File: config.mk
export PLATFORM = sky130hd
export DESIGN_NAME = spi_sclk_div
export DESIGN_NICKNAME = d
export VERILOG_FILES = /design/src/rtl/spi_sclk_div_pkg.sv /design/src/rtl/spi_sclk_div_cfg.sv /design/src/rtl/spi_sclk_div_count.sv /design/src/rtl/spi_sclk_div_toggle.sv /design/src/rtl/spi_sclk_div.sv
export SDC_FILE = /design/constraint.sdc
export NUM_CORES = 1
export LEC_CHECK = 0
export BUFFER_PORTS_ARGS = -buffer_cell sky130_fd_sc_hd__buf_2
export CORE_UTILIZATION = 33
export DETAILED_ROUTE_END_ITERATION = 16
export GPL_ROUTABILITY_DRIVEN = 0
export PLACE_DENSITY = 0.52
export SLEW_MARGIN = 20
export SYNTH_ARGS = -nofsm -noshare
export SYNTH_HDL_FRONTEND = slang
export SYNTH_SLANG_ARGS = --single-unit
File: constraint.sdc
create_clock -name clk -period 4.5 [get_ports clk]
set_input_delay 1.125 -clock clk [delete_from_list [all_inputs] [get_ports clk]]
set_output_delay 1.125 -clock clk [all_outputs]
set_load 0.005 [all_outputs]
File: src/rtl/spi_sclk_div_pkg.sv
// Shared types for the SPI serial clock divider.
// Assumes the control word places the linear value lowest, then the exponent,
// then the law select bit, with field widths taken from the top's parameters.
package spi_sclk_div_pkg;

    typedef enum logic {
        DIV_EXP = 1'b0,
        DIV_LIN = 1'b1
    } div_law_e;

endpackage

File: src/rtl/spi_sclk_div_cfg.sv
// Control word register plus the working terminal count.
// The terminal count (half-period minus one) is computed from the stored word
// and copied only on a transfer start, so writes never affect a live transfer.
module spi_sclk_div_cfg
    import spi_sclk_div_pkg::*;
#(
    parameter int LIN_W = 8,
    parameter int EXP_W = 4,
    parameter int CNT_W = 15,
    localparam int REG_W = LIN_W + EXP_W + 1,
    localparam int SEL_B = LIN_W + EXP_W
) (
    input  logic             clk,
    input  logic             rst_n,
    input  logic             cfg_we,
    input  logic [REG_W-1:0] cfg_wdata,
    input  logic             xfer_start,
    output logic [CNT_W-1:0] tc_o
);

    logic [REG_W-1:0] word_q;
    logic [LIN_W-1:0] lin_n;
    logic [EXP_W-1:0] exp_m;
    div_law_e         law;
    logic [CNT_W-1:0] tc_next;
    logic [CNT_W-1:0] tc_q;

    // Holds the programmed control word.
    always_ff @(posedge clk) begin
        if (!rst_n)      word_q <= '0;
        else if (cfg_we) word_q <= cfg_wdata;
    end

    // Splits the word into its fields.
    always_comb begin
        lin_n = word_q[LIN_W-1:0];
        exp_m = word_q[SEL_B-1:LIN_W];
        law   = div_law_e'(word_q[SEL_B]);
    end

    // Terminal count: n for linear, 2^m - 1 for exponential (wraps to all ones at top).
    always_comb begin
        if (law == DIV_LIN) tc_next = CNT_W'(lin_n);
        else                tc_next = (CNT_W'(1) << exp_m) - CNT_W'(1);
    end

    // Working terminal count, loaded only at a transfer start.
    always_ff @(posedge clk) begin
        if (!rst_n)          tc_q <= '0;
        else if (xfer_start) tc_q <= tc_next;
    end

    assign tc_o = tc_q;

    assert_tc_hold_R8: assert property (@(posedge clk) disable iff (!rst_n)
        !xfer_start |=> $stable(tc_q));

endmodule

File: src/rtl/spi_sclk_div_count.sv
// Half-period phase counter.
// Counts module-clock cycles up to the terminal count and pulses tick_o at it.
// Assumes tc_i only changes on a cycle where clear_i is high.
module spi_sclk_div_count #(
    parameter int CNT_W = 15
) (
    input  logic             clk,
    input  logic             rst_n,
    input  logic             clear_i,
    input  logic [CNT_W-1:0] tc_i,
    output logic             tick_o
);

    logic [CNT_W-1:0] cnt_q;

    assign tick_o = !clear_i && (cnt_q == tc_i);

    // Advances the phase, wrapping at the terminal count, held at zero when cleared.
    always_ff @(posedge clk) begin
        if (!rst_n || clear_i) cnt_q <= '0;
        else if (tick_o)       cnt_q <= '0;
        else                   cnt_q <= cnt_q + CNT_W'(1);
    end

    assert_cnt_bound_R2: assert property (@(posedge clk) disable iff (!rst_n)
        !clear_i |-> (cnt_q <= tc_i));

endmodule

File: src/rtl/spi_sclk_div_toggle.sv
// Serial clock level and edge strobes.
// Flips the level on each tick and marks the direction of the flip.
// Forces everything low while cleared, without emitting a strobe.
module spi_sclk_div_toggle (
    input  logic clk,
    input  logic rst_n,
    input  logic clear_i,
    input  logic tick_i,
    output logic sck_o,
    output logic lead_o,
    output logic trail_o
);

    // Level flip and edge strobe generation.
    always_ff @(posedge clk) begin
        if (!rst_n || clear_i) begin
            sck_o   <= 1'b0;
            lead_o  <= 1'b0;
            trail_o <= 1'b0;
        end else begin
            if (tick_i) sck_o <= ~sck_o;
            lead_o  <= tick_i && !sck_o;
            trail_o <= tick_i && sck_o;
        end
    end

    assert_lead_rise_R6: assert property (@(posedge clk) disable iff (!rst_n)
        lead_o |-> (sck_o && !$past(sck_o)));
    assert_trail_fall_R6: assert property (@(posedge clk) disable iff (!rst_n)
        trail_o |-> (!sck_o && $past(sck_o)));
    assert_strobe_excl_R6: assert property (@(posedge clk) disable iff (!rst_n)
        !(lead_o && trail_o));

endmodule

File: src/rtl/spi_sclk_div.sv
// Dual-law SPI serial clock divider (top).
// Runs the phase counter only while the engine is busy and restarts it at each
// transfer start. Assumes xfer_start is a single-cycle pulse.
module spi_sclk_div #(
    parameter int LIN_W = 8,
    parameter int EXP_W = 4,
    localparam int REG_W = LIN_W + EXP_W + 1,
    localparam int EXP_MAX = (1 << EXP_W) - 1,
    localparam int CNT_W = (LIN_W > EXP_MAX) ? LIN_W : EXP_MAX
) (
    input  logic             clk,
    input  logic             rst_n,
    input  logic             cfg_we,
    input  logic [REG_W-1:0] cfg_wdata,
    input  logic             xfer_start,
    input  logic             xfer_busy,
    output logic             sck_o,
    output logic             sck_lead_o,
    output logic             sck_trail_o
);

    logic [CNT_W-1:0] tc;
    logic             clear;
    logic             tick;

    assign clear = !xfer_busy || xfer_start;

    spi_sclk_div_cfg #(
        .LIN_W (LIN_W),
        .EXP_W (EXP_W),
        .CNT_W (CNT_W)
    ) u_cfg (
        .clk        (clk),
        .rst_n      (rst_n),
        .cfg_we     (cfg_we),
        .cfg_wdata  (cfg_wdata),
        .xfer_start (xfer_start),
        .tc_o       (tc)
    );

    spi_sclk_div_count #(
        .CNT_W (CNT_W)
    ) u_count (
        .clk     (clk),
        .rst_n   (rst_n),
        .clear_i (clear),
        .tc_i    (tc),
        .tick_o  (tick)
    );

    spi_sclk_div_toggle u_toggle (
        .clk     (clk),
        .rst_n   (rst_n),
        .clear_i (clear),
        .tick_i  (tick),
        .sck_o   (sck_o),
        .lead_o  (sck_lead_o),
        .trail_o (sck_trail_o)
    );

    assert_idle_quiet_R7: assert property (@(posedge clk) disable iff (!rst_n)
        !xfer_busy |=> (!sck_o && !sck_lead_o && !sck_trail_o));
    assert_start_low_R5: assert property (@(posedge clk) disable iff (!rst_n)
        xfer_start |=> !sck_o);
    assert_hold_between_R2: assert property (@(posedge clk) disable iff (!rst_n)
        (xfer_busy && !xfer_start && !tick) |=> $stable(sck_o));

endmodule

# After elaboration in Yosys (flattened, before gate mapping)
# Cells that the tools add are included.
# Widths: inputs -> output; s select.
# classes
addsub	2
multipliers	0
div	0
magnitude_cmp	0
n_eq_ne	1
shifts	1
mux	1
n_bitwise	1
n_reduce_logical	10
# ops
cell	n
$add 15x1->15 const B	1
$eq 15x15->1	1
$mux 15	1
$shl 1x4->15 const A	1
$sub 15x2->15 const B	1
$logic_not 1->1	4
$logic_and 1x1->1	3
$logic_or 1x1->1	2
$reduce_or 2->1	1
$not 1->1	1
# totals
register_bits	46
latchBits	0
ram_bits	0
romBits	0
inputBits	18
output_inout_bits	3
wordCells	22
mem_count	0

# Longest topological paths before layout
# Gate-level depths: netlist of the first run.
# logic_depth
ltp_word	5
ltp_mapped	9
mapped_depth_nobuf	7

# Modules after synthesis
# Synthesis of the first run repeated with hierarchy kept, for this count alone.
# unflattened
hier_cells	243
area_unflattened_um2	2326.0
# by_module_without_submodules
module	n_inst	cells_per_inst	area_per_inst_um2	seq_area_each_um2
spi_sclk_div_cfg	1	142	1378.8	560.5
spi_sclk_div_count	1	93	837.1	300.3
spi_sclk_div_toggle	1	7	103.8	60.1
spi_sclk_div	1	1	6.3	0.0

# Least setup slack after synthesis of the first run
# OpenSTA, ideal clock, no wires.
# synth_path
kind	in2reg
start	input port xfer_start
end	register u_count.cnt_q[10]
setup_ns	0.133
arrival_ns	2.185
required_ns	4.367
slack_ns	2.181
path_stages	6
n_path_buf	2
cell_sequence	buf_4 nor2b_1 nand4_1 nor4_4 buf_6 nor3_1
# synth_via
elab_chain_len	4
word_cells_on_any_way	5
classes_between	5 x reduce/logical
# synth_rtl
element	line_no	source
start: declaration	spi_sclk_div.sv:15	input logic xfer_start,
$logic_or 1x1->1 (*)	spi_sclk_div.sv:26	assign clear = !xfer_busy || xfer_start;
$logic_not 1->1	spi_sclk_div_count.sv:16	assign tick_o = !clear_i && (cnt_q == tc_i);
$logic_and 1x1->1	spi_sclk_div_count.sv:16	
$reduce_or 2->1 (no source line) (*)	--	
end signal: assignment	spi_sclk_div_count.sv:22	else cnt_q <= cnt_q + CNT_W'(1);
end: declaration	spi_sclk_div_count.sv:14	logic [CNT_W-1:0] cnt_q;
# Every way passes the cells marked *; elsewhere a longest branch is shown, timed or not.
# A chain may end at the register's enable or synchronous reset.

# Worst setup path in the final report of the first run
# layout_path
start	input port xfer_start
end	register u_toggle.lead_o
# layout_via
elab_chain_len	4
word_cells_on_any_way	5
classes_between	5 x reduce/logical
# layout_rtl
element	line_no	source
$logic_or 1x1->1 (*)	spi_sclk_div.sv:26	
$logic_not 1->1	spi_sclk_div_count.sv:16	
$logic_and 1x1->1	spi_sclk_div_count.sv:16	
$logic_and 1x1->1	spi_sclk_div_toggle.sv:22	lead_o <= tick_i && !sck_o;
end signal: assignment	spi_sclk_div_toggle.sv:22	
end: declaration	spi_sclk_div_toggle.sv:10	output logic lead_o,
# Marked as above.

==> results of run 1 <==
[cell usage in the layout, fill, tap and decap left out, types with 5 or more instances in the layout]
| master | instances |
|---|---|
| buf_2 | 20 |
| clkbuf_8 | 7 |
| dfxtp_1 | 46 |
| mux2i_1 | 18 |
| nand3_1 | 9 |
| nor2_1 | 5 |
| nand2_1 | 12 |
| xnor2_1 | 21 |
| nand4_1 | 9 |
| nor3_1 | 15 |
| nor2b_1 | 22 |
| xor2_1 | 6 |
| nand2b_1 | 10 |
| o21ai_0 | 9 |
| a21boi_0 | 8 |
[synth_stat cells, types with 2 or more instances]
cell type,number,area share (%)
buf_2,2,0.44
and4_1,3,1.1
nor3_1,15,3.3
a21boi_0,8,2.6
mux2i_1,18,7.9
nor3b_1,2,0.66
or3_1,4,1.1
xnor2_1,21,8.0
a211oi_1,2,0.66
a21oi_1,4,0.88
nand3b_1,3,0.98
o21ai_0,9,2.0
o21a_1,2,0.66
a31oi_1,2,0.55
nor2b_1,22,6.0
nor4_1,2,0.55
o311ai_0,3,1.1
nand2b_1,10,2.7
xor2_1,6,2.3
ha_1,2,1.1
clkbuf_1,13,2.1
nand4_1,9,2.5
nand3_1,9,2.0
nand2_1,12,2.0
dfxtp_1,46,40
buf_6,2,0.98
nor2_1,5,0.82
[worst paths after layout]
| check | endpoint | slack (ns) | cells after the start |
|---|---|---|---|
| setup / recovery | u_toggle.lead_o | 1.91 | 5 |
| hold / removal | u_cfg.tc_o[13] | 0.50 | 2 |
| setup reg to reg | u_cfg.tc_o[6] | 2.40 | 7 |
| hold reg to reg | u_cfg.tc_o[13] | 0.50 | 2 |
[worst max-delay path, cell delays in order]
cell and delay [ns]:
buf_2 0.24, nor2b_1 0.27, nand4_1 0.17, nor4_4 0.72, nor3b_2 0.28
[routing by layer]
metal | GRT usage, % | vias up | routed length, um
li1 | - | 884 | -
met1 | 18.7 | 787 | 2340
met2 | 21.4 | 27 | 1960
met3 | 3.02 | 4 | 149
met4 | 4.55 | 0 | 47
met5 | 0 | - | 0
[power breakdown]
part           switching (mW)  internal [mW]  total [mW]
logic                  0.0444         0.0437      0.0880
clock network           0.144          0.141       0.285
registers              0.0176          0.422       0.439
total                   0.206          0.606       0.812
[sequential cells by signal, summed over array words and instances (netlist names)]
| name | flops |
|---|---|
| u_cfg.tc_o | 15 |
| u_count.cnt_q | 15 |
| u_cfg.word_q | 13 |
| u_toggle.lead_o | 1 |
| u_toggle.sck_o | 1 |
| u_toggle.trail_o | 1 |
[final cells by class]
cell class	instances	share of cell area, %
well taps	77	3.85
clock inverters	1	0.350
clock buffers	7	3.85
inverters	1	0.150
flip-flops and latches	46	36.8
multi-input cells	182	51.0
repair buffers	20	4.00
[cells by family (layout without fill, tap and decap cells)]
kind of cell	after synthesis	in the layout
AND/OR/NAND/NOR	102	102
flip-flops	46	46
AO/OA/AOI/OAI	32	32
XOR/XNOR	28	28
buffers and inverters	19	29
multiplexers	18	18
adder cells (fa/ha/maj)	2	2
==> metrics.cfg, run 1 <==
[clocking]
clockRootBuffer=clkbuf_8
cts_buffers=5
clk_latency_ns=0.30
hold_buffers=0
cts_resized=0
cts_buffer_depth=2
cts_tree=built
h-tree-depth=2
cts_setup_buffers=0
cts_sinks=46
clk_pin_slew_worst_paths_ns=0.09

[logic_synthesis]
synth_area_um2=2290
synth_ff_type=dfxtp_1
synthMuxAreaShare_pct=7.88
syn_nets=267
synthAdderAreaFrac_pct=1.09
synth_top_family_by_area=simple AND/OR/NAND/NOR gates
synthArstFlopShare_pct=0
ys_seq_elements=46
syn_inst=247
synth_edf_count=0
synth_seq_area_share_pct=40.3
synth.avg_cell_area_um2=9.26
synth_xor_xnor_area_share_pct=11.1
ys.warnings.count=0
synth-simple-area-share_pct=26.5
synth_compound_area_share_pct=9.19
ys_types=38

[final_layout]
final_layout_size_suffix_gt1_share_pct=12.5
area_delta_synth_final_pct=9.30
final_cells=334
final_core_util_pct=38.3
nets=276
fillers=700
seq_area_um2=921
diodes=0
multi_input_area_um2=1270
fin_area_um2=2500

[setup_path]
criticalPathCategory=input pin to flop
startpoint=xfer_start
cp-end-kind=flop
cp.required_ns=4.73
arrival_ns=2.82
crit_path_start_kind=input pin
critical_path_peak_fanout=28
reg2reg_from=u_cfg.word_q[10]

[drt]
via_per_inst=5.10
vias=1702
drcViolationCount=0
firstDrtPassIters=4
post_drt_wl_per_cell_um=13.5
ant_nets=0
drt_wl_total_um=4500
drt_iter0_markers=40

[grt]
grt_first_pass_wirelength_um=7900
first_global_vias=1610
grt_max_degree=33
track_usage_pct=13.7
antenna_found_initial=0
overflow=0

[die]
start_util_pct=35.0
pin_count=21
die_w_um=85.3
rows=29
core_area_um2=6530
die_h_um=85.3
die-area_um2=7270

[sta]
setup_viol=0
tightest_slew_ns=0.913
period_needed_ns=2.59
rsz0062_at_grt=no
fmax_mhz=386
tns_ns=0
finalCritPeriodShare_pct=57.6
layout_setup_ws_ns=1.91
fin_hold_ws_ns=0.500
hold_violations=0
relSlewSlack_pct=38.7
fin_worst_skew_ns=0.0124
slew_viol_final=0

[power]
p_total_mw=0.812
vdd_ir_drop_max_v=0.000154
p_leak_nw=0.840
p_per_area_nw_per_um2=325

[place]
io_buffers=20
placed_cell_area_um2=2390
dp.final_hpwl_um=3130
dpl.cell_count=326
dp_slack_ns=1.56

[worst_hold_path]
hold_path_class=flop to flop
min_from=u_cfg.tc_o[13]

[status]
run_status=finished, final reports clean

[run]
maxCapViolations=0

(Power assumes the default switching activity.)
==> run 2, diff against run 1 <==
--- a/config.mk
+++ b/config.mk
@@ -9,7 +9,7 @@
 export CORE_UTILIZATION = 33
 export DETAILED_ROUTE_END_ITERATION = 16
 export GPL_ROUTABILITY_DRIVEN = 0
-export PLACE_DENSITY = 0.52
+export PLACE_DENSITY = 0.54
 export SLEW_MARGIN = 20
 export SYNTH_ARGS = -nofsm -noshare
 export SYNTH_HDL_FRONTEND = slang
==> constraint.sdc (replaced) <==
create_clock -name clk -period 2.38 [get_ports clk]
set_input_delay 0.595 -clock clk [delete_from_list [all_inputs] [get_ports clk]]
set_output_delay 0.595 -clock clk [all_outputs]
set_load 0.005 [all_outputs]
==> metrics.cfg, run 2 (synthesis gave the netlist of run 1 again) <==
[clocking]
cts_setup_buffers=0  ; unchanged
clk_latency_ns=0.29  ; about the same
h-tree-depth=2  ; unchanged
cts_tree=built
hold_buffers=0  ; unchanged
cts_buffer_depth=2  ; unchanged
clockRootBuffer=clkbuf_8
cts_buffers=5  ; unchanged
cts_sinks=46  ; unchanged
clk_pin_slew_worst_paths_ns=0.09  ; about the same
cts_resized=0  ; unchanged

[die]
pin_count=21  ; unchanged
die-area_um2=7270  ; unchanged
rows=29  ; unchanged
core_area_um2=6530  ; unchanged
start_util_pct=35.0  ; unchanged
die_w_um=85.3  ; unchanged
die_h_um=85.3  ; unchanged

[setup_path]
path_buf_inv=0  ; -1
crit_path_start_kind=flop
arrival_ns=2.34  ; -0.48 ns
cp.required_ns=2.61  ; -2.12 ns
critical_path_peak_fanout=15  ; -46%
critPathTopFamily=simple AND/OR/NAND/NOR gates
cp_slowest_stage_delay_ns=0.46  ; -0.26 ns
crit_chain=nor3_1, nand2_1, ha_1, or3_1, a21oi_1, o311ai_0, a21boi_0
criticalPathCategory=flop to flop
cp-end-kind=flop
crit_path_top_delay_cell=dfxtp_1

[sta]
period_needed_ns=2.11
finalCritPeriodShare_pct=88.8
fin_worst_skew_ns=0.0144  ; +0.00201 ns
fmax_mhz=473
tns_ns=0  ; unchanged
tightest_slew_ns=0.561  ; -0.352 ns
relSlewSlack_pct=62.6  ; +24 points
rsz0062_at_grt=no
fin_hold_ws_ns=0.492  ; -0.00750 ns
setup_viol=0  ; unchanged
hold_violations=0  ; unchanged
slew_viol_final=0  ; unchanged

[drt]
drcViolationCount=0  ; unchanged
drt_iter0_markers=38  ; -5.0%
firstDrtPassIters=4  ; unchanged
via_per_inst=4.89  ; -4.0%
post_drt_wl_per_cell_um=13.2  ; -1.6%
vias=1648  ; -3.2%
drt_wl_total_um=4460  ; -0.73%
ant_nets=0  ; unchanged

[final_layout]
mostFrequentLayoutCell=dfxtp_1
nets=280  ; +1.4%
final_layout_size_suffix_gt1_share_pct=13.1  ; +0.63 points
area_delta_synth_final_pct=9.52
layout_common_cells=dfxtp_1, nor2b_1, xnor2_1
final_core_util_pct=38.4  ; +0.077 points
diodes=0  ; unchanged

[power]
p_per_area_nw_per_um2=581  ; +79%
p_leak_nw=0.843  ; +0.25%
vdd_ir_drop_max_v=0.000305  ; +98%

[place]
dp.final_hpwl_um=3120  ; -0.31%
io_buffers=20  ; unchanged

[run]
maxCapViolations=0  ; unchanged

[grt]
first_global_vias=1557  ; -3.3%
grt_first_pass_wirelength_um=7730  ; -2.1%
track_usage_pct=13.2  ; -0.44 points
grt_max_degree=32  ; -3.0%
antenna_found_initial=0  ; unchanged
overflow=0  ; unchanged

[status]
run_status=finished, final reports clean

[worst_hold_path]
hold_path_class=flop to flop

-- run 2: cell types whose count changed in the layout (fill, tap and decap cells not counted), sizes merged --
cell      before  now
buf           20   24
clkinvlp       0    1
clkinv         1    0
clkbuf         7    6
-- run 2: final cells by class --
cell class                      count  area (um2)
Fill cell                         698        4030
Sequential cell                    46         921
Tap cell                           77        96.3
Inverter                            1        3.75
Timing Repair Buffer               24         130
Clock buffer                        6        72.6
Multi-Input combinational cell    182        1270
Clock inverter                      1        7.51
-- run 2: metal layers --
layer  vias to the layer above  wire, um  part of all wire (%)  GRT usage [%]
met3                         2       123                   2.8           3.02
met5                         -         0                     0              0
met1                       729      2400                    54           19.0
met2                        30      1920                    43           20.2
met4                         0        21                  0.47           2.88
li1                        887         -                     -              -
-- run 2: worst paths after layout --
kind                                 endpoint              from  slack (ns)  depth (start not counted)
worst max-delay path            u_cfg.tc_o[6]  u_cfg.word_q[10]        0.27                          7
worst min-delay path            u_cfg.tc_o[9]     u_cfg.tc_o[9]        0.49                          2
worst max register to register  u_cfg.tc_o[6]  u_cfg.word_q[10]        0.27                          7
worst min register to register  u_cfg.tc_o[9]     u_cfg.tc_o[9]        0.49                          2
-- run 2: tightest hold or removal path, stage by stage, from the launching register on --
cell      delay, ns
dfxtp_1        0.32
nand2b_1       0.06
a21boi_0       0.06
-- run 2: report_power, final --
| group | internal (mW) | switching, mW | leakage [nW] |
|---|---|---|---|
| registers | 0.797 | 0.0325 | 0.375 |
| logic | 0.0865 | 0.0851 | 0.430 |
| clock network | 0.202 | 0.251 | 0.0373 |
-- run 2: metrics by stage --
stage / setup WS, ns / instances / power (mW) / cell area (um2)
finish: 0.267 / 337 / 1.45 / 2500
global route: 0.0537 / 337 / 1.54 / 2500
CTS: 0.265 / 337 / 1.48 / 2500
detailed placement: 0.291 / 330 / 1.02 / 2420
global placement: 0.358 / 330 / 1.02 / 2420
floorplan: 0.417 / 247 / 0.977 / 2290
==> run 3, diff against run 2 <==
--- a/config.mk
+++ b/config.mk
@@ -6,10 +6,11 @@
 export NUM_CORES = 1
 export LEC_CHECK = 0
 export BUFFER_PORTS_ARGS = -buffer_cell sky130_fd_sc_hd__buf_2
-export CORE_UTILIZATION = 33
+export CORE_UTILIZATION = 53
 export DETAILED_ROUTE_END_ITERATION = 16
 export GPL_ROUTABILITY_DRIVEN = 0
-export PLACE_DENSITY = 0.54
+export HOLD_SLACK_MARGIN = 0.02
+export PLACE_DENSITY = 0.78
 export SLEW_MARGIN = 20
 export SYNTH_ARGS = -nofsm -noshare
 export SYNTH_HDL_FRONTEND = slang
==> metrics.cfg, run 3 (synthesis gave the netlist of run 1 again) <==
[status]
run_status=finished, final reports clean

[final_layout]
nets=280  ; unchanged
layout_common_cells=dfxtp_1, nor2b_1, xnor2_1
mostFrequentLayoutCell=dfxtp_1
final_layout_size_suffix_gt1_share_pct=13.8  ; +0.72 points
diodes=0  ; unchanged
area_delta_synth_final_pct=9.30

[drt]
post_drt_wl_per_cell_um=14.0  ; +6.0%
routed.top_layer=met4
firstDrtPassIters=4  ; unchanged
wl_met2_um=2050  ; +6.8%
ant_nets=0  ; unchanged
met1_length_um=2080  ; -13%
via_per_inst=5.58  ; +14%
drcViolationCount=0  ; unchanged
vias=1735  ; +5.3%
wl_met3_um=157  ; +28%
drt_iter0_markers=102  ; +170%
drt_wl_total_um=4370  ; -2.2%

[clocking]
cts_resized=0  ; unchanged
clk_pin_slew_worst_paths_ns=0.08  ; about the same
cts_setup_buffers=0  ; unchanged
h-tree-depth=2  ; unchanged
cts_tree=built
hold_buffers=0  ; unchanged
clk_latency_ns=0.31  ; +0.02 ns
cts_sinks=46  ; unchanged
cts_buffers=5  ; unchanged
clockRootBuffer=clkbuf_8
cts_buffer_depth=2  ; unchanged

[sta]
finalCritPeriodShare_pct=86.5  ; -2.2 points
fin_worst_skew_ns=0.00359  ; -0.0108 ns
hold_violations=0  ; unchanged
tns_ns=0  ; unchanged
period_needed_ns=2.06  ; -0.0527 ns
relSlewSlack_pct=63.0  ; +0.42 points
slew_viol_final=0  ; unchanged
setup_viol=0  ; unchanged
rsz0062_at_grt=no
fmax_mhz=485  ; +2.6%
layout_setup_ws_ns=0.320  ; +0.0527 ns
tightest_slew_ns=0.554  ; -0.00632 ns

[setup_path]
cp-end-kind=flop
criticalPathCategory=flop to flop
arrival_ns=2.30  ; -0.04 ns
crit_path_start_kind=flop
critical_path_peak_fanout=15  ; unchanged
cp.required_ns=2.62  ; about the same
worstRegToRegCells=7  ; unchanged

[power]
vdd_ir_drop_max_v=0.000412  ; +35%
p_per_area_nw_per_um2=633  ; +9.0%
p_leak_nw=0.863  ; +2.4%

[worst_hold_path]
worstHoldPathCells=2  ; unchanged
hold_path_class=flop to flop

[place]
io_buffers=20  ; unchanged
dp.final_hpwl_um=3050  ; -2.0%
dp_slack_ns=0.387  ; +0.0967 ns

[die]
rows=23  ; -21%
die_h_um=67.7  ; -21%
start_util_pct=56.4  ; +21 points
pin_count=21  ; unchanged
core_area_um2=4060  ; -38%
die-area_um2=4580  ; -37%
die_w_um=67.7  ; -21%

[run]
maxCapViolations=0  ; unchanged

[grt]
track_usage_pct=20.8  ; +7.6 points
first_global_vias=1531  ; -1.7%
antenna_found_initial=0  ; unchanged
grt_max_degree=32  ; unchanged
overflow=0  ; unchanged
grt_first_pass_wirelength_um=6930  ; -10%

[run 3: changes by cell type in the layout (fill, tap and decap cells not counted), sizes merged]
cell      previous run  this run
clkinv               0         2
clkbuf               6         5
clkinvlp             1         0
bufinv               0         1
[run 3: final timing paths]
kind,startpoint,end,slack (ns)
worst max-delay path,u_cfg.word_q[10],u_cfg.tc_o[6],0.32
worst min-delay path,u_cfg.tc_o[6],u_cfg.tc_o[6],0.50
worst max register to register,u_cfg.word_q[10],u_cfg.tc_o[6],0.32
worst min register to register,u_cfg.tc_o[6],u_cfg.tc_o[6],0.50
[run 3: per-layer routing]
metal	GRT usage (%)	vias up
met1	26.1	810
met5	0	-
li1	-	890
met4	7.98	0
met3	6.59	7
met2	33.0	28
[run 3: stage by stage]
| step | util (%) | cell area [um2] | hold slack, ns | power, mW | instances |
|---|---|---|---|---|---|
| after CTS | 61.6 | 2500 | 0.499 | 1.59 | 311 |
| after floorplan | - | 2290 | 0.467 | 0.977 | 247 |
| after global routing | 61.6 | 2500 | 0.534 | 1.64 | 311 |
| final | 61.6 | 2500 | 0.496 | 1.58 | 311 |
| after detailed placement | 58.9 | 2390 | 0.485 | 1.02 | 303 |
| after global placement | 58.9 | 2390 | 0.481 | 1.01 | 303 |
[run 3: cell type report]
type / instances / area [um2]
timing repair buffer: 24 / 130
inverter: 1 / 3.75
multi-input combinational: 182 / 1270
sequential: 46 / 921
clock inverter: 3 / 40.0
clock buffer: 5 / 68.8
tap: 50 / 62.6
fill: 349 / 1560
[run 3: where the power goes]
part	internal [mW]	switching [mW]
Sequential	0.797	0.0327
Clock	0.309	0.271
Combinational	0.0869	0.0860
Total	1.19	0.390
[run 3: critical path: stages, from the launching register on]
cell      delay [ns]
dfxtp_1         0.45
nor3_1          0.33
nand2_1         0.10
ha_1            0.32
or3_1           0.34
a21oi_1         0.14
o311ai_0        0.13
a21boi_0        0.17
